--- src/rtl/seq_divider.sv ---
module seq_divider #(
  parameter int WIDTH = 32
) (
  input  logic             clk,
  input  logic             rst_n,
  input  logic             start,
  input  logic [WIDTH-1:0] dividend,
  input  logic [WIDTH-1:0] divisor,
  output logic [WIDTH-1:0] quotient,
  output logic [WIDTH-1:0] remainder,
  output logic             done,
  output logic             div_zero
);
  localparam int CW = $clog2(WIDTH);

  logic [2*WIDTH-1:0] rem_q;
  logic [WIDTH-1:0]   dvs_q, quo_q;
  logic [CW-1:0]      cnt_q;
  logic               busy_q, done_q, dz_q;

  wire [WIDTH:0] trial  = rem_q[2*WIDTH-1:WIDTH-1];
  wire [WIDTH:0] diff   = trial - {1'b0, dvs_q};
  wire           fits   = ~diff[WIDTH];
  wire           accept = start & ~busy_q;
  wire           last   = busy_q && (cnt_q == CW'(WIDTH-1));

  always_ff @(posedge clk or negedge rst_n) begin
    if (!rst_n) begin
      rem_q  <= '0;
      dvs_q  <= '0;
      quo_q  <= '0;
      cnt_q  <= '0;
      busy_q <= 1'b0;
      done_q <= 1'b0;
      dz_q   <= 1'b0;
    end else begin
      done_q <= 1'b0;
      if (accept) begin
        dz_q  <= (divisor == '0);
        cnt_q <= '0;
        dvs_q <= divisor;
        if (divisor == '0) begin
          quo_q  <= '1;
          rem_q  <= {dividend, {WIDTH{1'b0}}};
          done_q <= 1'b1;
        end else begin
          quo_q  <= '0;
          rem_q  <= {{WIDTH{1'b0}}, dividend};
          busy_q <= 1'b1;
        end
      end else if (busy_q) begin
        rem_q <= {fits ? diff[WIDTH-1:0] : trial[WIDTH-1:0], rem_q[WIDTH-2:0], 1'b0};
        quo_q <= {quo_q[WIDTH-2:0], fits};
        cnt_q <= cnt_q + 1'b1;
        if (last) begin
          busy_q <= 1'b0;
          done_q <= 1'b1;
        end
      end
    end
  end

  assign quotient  = quo_q;
  assign remainder = rem_q[2*WIDTH-1:WIDTH];
  assign done      = done_q;
  assign div_zero  = dz_q;
endmodule

--- config.mk ---
export PLATFORM = sky130hd
export DESIGN_NAME = seq_divider
export DESIGN_NICKNAME = d
export VERILOG_FILES = /design/src/rtl/seq_divider.sv
export SDC_FILE = /design/constraint.sdc
export NUM_CORES = 1
export LEC_CHECK = 0
export BUFFER_PORTS_ARGS = -buffer_cell sky130_fd_sc_hd__buf_2
export CAP_MARGIN = 20
export CORE_ASPECT_RATIO = 0.6
export CORE_MARGIN = 5
export CORE_UTILIZATION = 60
export CTS_BUF_LIST = sky130_fd_sc_hd__clkbuf_8
export DETAILED_ROUTE_END_ITERATION = 16
export GPL_ROUTABILITY_DRIVEN = 0
export PLACE_DENSITY = 0.84
export REMOVE_ABC_BUFFERS = 1
export SYNTH_ARGS = -nofsm -noshare
export SYNTH_HDL_FRONTEND = slang
export SYNTH_SLANG_ARGS = --single-unit
export TNS_END_PERCENT = 1
--- constraint.sdc ---
create_clock -name clk -period 7.3 [get_ports clk]
set_input_delay 1.46 -clock clk [delete_from_list [all_inputs] [get_ports clk]]
set_output_delay 1.46 -clock clk [all_outputs]
set_load 0.01 [all_outputs]
Yosys cells after proc, flatten, opt, wreduce, memory -nomap -nowiden

Index checks and enable logic that the tools add are counted.

Add/sub/neg operators: 2
Equality and inequality tests: 2
Muxes and demuxes: 17
Bitwise gates (word level): 3
Reduce and logical (&&, ||, !) cells: 3

Operators with widths:

| kind                                                           | count |
|---|---|
| 64-bit 2-to-1 mux                                              | 3 |
| 32-bit 2-to-1 mux                                              | 4 |
| 33-bit by 32-bit subtractor with 33-bit output                 | 1 |
| 32-bit zero test                                               | 1 |
| 5-bit 2-to-1 mux                                               | 2 |
| 1-bit 2-to-1 mux                                               | 8 |
| 5-bit by 1-bit adder with 5-bit output (second input constant) | 1 |
| 5-bit equality test (second input constant)                    | 1 |
| 2-bit inequality test (second input constant)                  | 1 |
| 1-bit inverter                                                 | 2 |
| 2-bit nonzero test                                             | 1 |
| 1-bit bitwise AND                                              | 1 |
| 1-bit logical AND                                              | 1 |

Bits in registers: 136
Input bits: 67
Output and inout bits: 66

Depth between registers and ports, before layout

Depth after elaboration: 5
Mapped depth: 13
Depth with buffers taken out: 12

Worst setup path after synthesis

Ideal clock, no wire load.

Path type: in2reg
Start point: in divisor[24]
End point: reg quo_q[1] (netlist: quotient[1])
Setup time: 0.083 ns
Data arrival time: 2.900 ns
Data required time: 7.217 ns
Path slack: 4.318 ns
Stages: 8
Cell sequence: nor4_1 > nand4_1 > or2_1 > clkbuf_1 > nor2_1 > clkbuf_1 > a21oi_1 > o21ai_0

Cells in the longest elaborated chain, start to end: 3

RTL lines:

| what                 | line | source |
|---|---|---|
| start, declared      | 8    | `input logic [WIDTH-1:0] divisor,` |
| 32-bit zero test     | 42   | `if (divisor == '0) begin` |
| 32-bit 2-to-1 mux    | 42   |  |
| 32-bit 2-to-1 mux    | 38   | `if (accept) begin` |
| end signal, assigned | 53   | `quo_q <= {quo_q[WIDTH-2:0], fits};` |
| end, declared        | 17   | `logic [WIDTH-1:0] dvs_q, quo_q;` |

No other way between the ends.
A chain may end at the register's enable or synchronous reset.

Final worst setup path

Start point: reg rem_q[31]
End point: reg rem_q[62]

Cells in the longest elaborated chain, start to end: 4

RTL lines:

| what                                           | line | source |
|---|---|---|
| start, declared                                | 16   | `logic [2*WIDTH-1:0] rem_q;` |
| start signal, assigned                         | 44   | `rem_q <= {dividend, {WIDTH{1'b0}}};` |
| start signal, assigned                         | 48   | `rem_q <= {{WIDTH{1'b0}}, dividend};` |
| start signal, assigned                         | 52   | `rem_q <= {fits ? diff[WIDTH-1:0] : trial[WIDTH-1:0], rem_q[WIDTH-2:0], 1'b0};` |
| 33-bit by 32-bit subtractor with 33-bit output | 22   | `wire [WIDTH:0] diff = trial - {1'b0, dvs_q};` |
| 32-bit 2-to-1 mux                              | 52   |  |
| 64-bit 2-to-1 mux                              | 51   | `end else if (busy_q) begin` |
| 64-bit 2-to-1 mux                              | 38   |  |

No other way between the ends. The select of a mux whose other input is x is not followed.

==> impl_metrics.json <==
{
  "period_share_pct": 54.1,
  "finalNetCount": 1113,
  "comb_power_share_pct": 62.0,
  "hold_depth": 2,
  "critPathLaunchType": "register",
  "wire_per_inst_microns": 17.5,
  "crit_path_max_fanout": 26,
  "start_util_pct": 60.4,
  "period_minus_slack_ns": 3.95,
  "hold_end": "rem_q[24]$_DFFE_PN0P_",
  "cts_htree_levels": 4,
  "grt_max_degree": 116,
  "synthXorXnorAreaFrac_pct": 3.77,
  "drcViolationCount": 0,
  "cts_buffer_depth": 2,
  "fmax_ghz": 0.253,
  "r2r-end": "rem_q[62]$_DFFE_PN0P_",
  "synth.avg_cell_area_sq_um": 8.64,
  "drive_gt1_share_pct": 19.7,
  "diodes": 0,
  "async_flop_share_pct": 100,
  "multi_input_area_sq_um": 4120,
  "ys.flop_type": "dfrtp_1",
  "max-cap-violations": 0,
  "grt_pass1_wl_microns": 34100,
  "dp.cells": 1166,
  "synth_common_cells": "nand2_1 (159), dfrtp_1 (136), a21oi_1 (99), o21ai_0 (99), clkbuf_1 (51)",
  "grt_pass1_vias": 6584,
  "intPower_mw": 2.86,
  "cts_resized": 0,
  "detail-route-antenna-nets": 0,
  "grt_overflow_total": 0,
  "cts_hold_buf": 0,
  "p_sw_mw": 2.61,
  "pwr-share-clk_pct": 12.2,
  "yosysWarnings": 0,
  "skew_ns": 0.0165,
  "io_buffers": 132,
  "area_delta_synth_final_pct": 11.0,
  "finalWirelength_microns": 21000,
  "worst_ir_drop_vdd_uv": 264,
  "hp-start": "rem_q[23]$_DFFE_PN0P_",
  "p_sw_share_pct": 47.7,
  "final_max_slew_viol_count": 0,
  "synthTopCellsByArea": "dfrtp_1 (42%), nand2_1 (7.3%), a21oi_1 (6.1%)",
  "numCtsBuffers": 17,
  "core_sq_um": 13500,
  "relSlewSlack_pct": 31.6,
  "ys_types": 58,
  "io_pins": 133,
  "num_rows": 33,
  "synth-compound-area-share_pct": 25.5,
  "fillCellCount": 1140,
  "cts_tree": "done",
  "vias": 7171,
  "clock-sinks": 136,
  "cp.required_ns": 7.67,
  "endpoint_kind": "register",
  "r2r_slack_ns": 3.35,
  "worstSetupPathType": "reg -> reg",
  "p_leak_nw": 4.11,
  "synth_top_family_by_area": "compound AO/OA/AOI/OAI gates",
  "syn_inst": 945,
  "rr_worst_depth": 13,
  "hp-class": "reg -> reg",
  "post_cts_buffers": 0,
  "tns_ns": 0,
  "dp_hpwl_microns": 14600,
  "final-seq-area_sq_um": 3410,
  "synth.mux.area_fraction_pct": 2.09,
  "timing.rr.start": "rem_q[31]$_DFFE_PN0P_",
  "power_density_nw_per_um2": 604,
  "synth_top_area_cell": "dfrtp_1",
  "root_buffer": "clkbuf_8",
  "yosysSeqAreaShare_pct": 41.7,
  "clkTransAtPathRegs_ns": 0.09,
  "outcome": "complete, no violations",
  "synthAdderAreaFrac_pct": 5.46,
  "cp.arrival_ns": 4.32,
  "setup_viol_count_final": 0,
  "avgViaCountPerCell": 5.98,
  "rsz0062_at_grt": "false",
  "synthSimpleGateAreaFrac_pct": 13.5,
  "power_frac_seq_pct": 25.8,
  "hold_viol_final": 0,
  "grtUsageTotal_pct": 26.1,
  "netlist.area_leader.share_pct": 41.7,
  "antenna_found_initial": 0,
  "firstDrtPassIters": 7,
  "netlist_area_sq_um": 8160,
  "synth_edf_count": 0,
  "die_w_microns": 161,
  "ys_ff_latch": 136,
  "die-area_sq_um": 16100,
  "yosysMostFrequentCell": "nand2_1",
  "drt-initial-drc-count": 808,
  "worst_pin_slew_ns": 1.03,
  "clk_latency_ns": 0.45,
  "finalNonFillerCells": 1199,
  "die_h_microns": 100,
  "whs_ns": 0.485
}
[power by group through the flow]
stage	Clock, mW	Combinational [mW]	Sequential, mW
2_1_floorplan	0	2.44	1.44
3_3_place_gp	0	3.21	1.41
3_5_place_dp	0	3.31	1.42
4_1_cts	0.669	3.34	1.40
5_1_grt	0.705	3.73	1.46
6_report	0.665	3.39	1.41
[layout make-up]
cell class	instances	share of cell area [%]
timing repair buffer	141	8.33
sequential	136	37.6
multi-input combinational	676	45.5
tap	175	2.42
clock buffer	17	2.58
clock inverter	15	1.97
inverter	39	1.62
[placed cells by master (no fill, tap or decap), types with 18 or more instances in the layout]
cell type	Yosys	layout
a21oi_1	99	99
o21ai_1	29	29
dfrtp_1	136	135
xnor2_1	21	21
a2bb2oi_1	23	23
nand2_1	159	159
inv_1	38	38
nor2_1	35	32
a211oi_1	18	18
buf_2	5	131
ha_1	34	34
o21ai_0	99	99
[cell families (layout without fill, tap and decap cells)]
logic type / after synthesis / in the layout
muxes: 17 / 17
DFF: 136 / 136
adders and majority gates: 35 / 35
AOI/OAI and AO/OA: 337 / 337
xor gates and xnor gates: 33 / 33
and+or+nand+nor: 254 / 254
buffers and inverters: 133 / 212
[layer usage]
| layer | wire, microns | track usage [%] |
|---|---|---|
| met1 | 10200 | 40.7 |
| met2 | 8920 | 37.3 |
| met3 | 1680 | 5.50 |
| met4 | 213 | 6.01 |
| met5 | 0 | 0 |
[stage by stage]
stage	utilization (%)	setup WS [ns]	total power, mW	area [sq um]
2_1_floorplan	-	1.87	3.88	7660
3_3_place_gp	63.8	3.05	4.62	8610
3_5_place_dp	63.9	3.36	4.73	8630
4_1_cts	67.0	3.41	5.42	9040
5_1_grt	67.1	3.14	5.89	9060
6_report	67.1	3.35	5.47	9060
[how the worst max path moves through the flow]
| stage | start | slack [ns] | endpoint | depth (start not counted) |
|---|---|---|---|---|
| 5_1_grt | rem_q[31]$_DFFE_PN0P_ | 3.14 | rem_q[60]$_DFFE_PN0P_ | 13 |
| 3_5_place_dp | divisor[1] | 3.36 | quotient[26]$_DFFE_PN0P_ | 8 |
| 2_1_floorplan | busy_q$_DFFE_PN0P_ | 1.87 | dvs_q[10]$_DFFE_PN0P_ | 3 |
| 3_3_place_gp | divisor[1] | 3.05 | quotient[31]$_DFFE_PN0P_ | 7 |
| 4_1_cts | rem_q[31]$_DFFE_PN0P_ | 3.41 | rem_q[62]$_DFFE_PN0P_ | 13 |
| 6_report | rem_q[31]$_DFFE_PN0P_ | 3.35 | rem_q[62]$_DFFE_PN0P_ | 13 |
[state kept, by name, indices dropped and copies added, names as in the netlist]
| name | count |
|---|---|
| quotient | 32 |
| done | 1 |
| dvs_q | 32 |
| cnt_q | 5 |
| busy_q | 1 |
| rem_q | 64 |
| div_zero | 1 |
[worst max-delay path: stages, from the launching register on]
cell and delay, ns:
dfrtp_1 0.39, inv_1 0.06, ha_1 0.22, fa_1 0.42, nand2b_1 0.20, a21oi_1 0.29, o211ai_1 0.16, nand2_1 0.28
a31oi_4 0.17, xnor2_4 0.39, buf_4 0.43, nand2b_1 0.56, o22ai_2 0.14, a21oi_2 0.15
(Power assumes the default switching activity.)
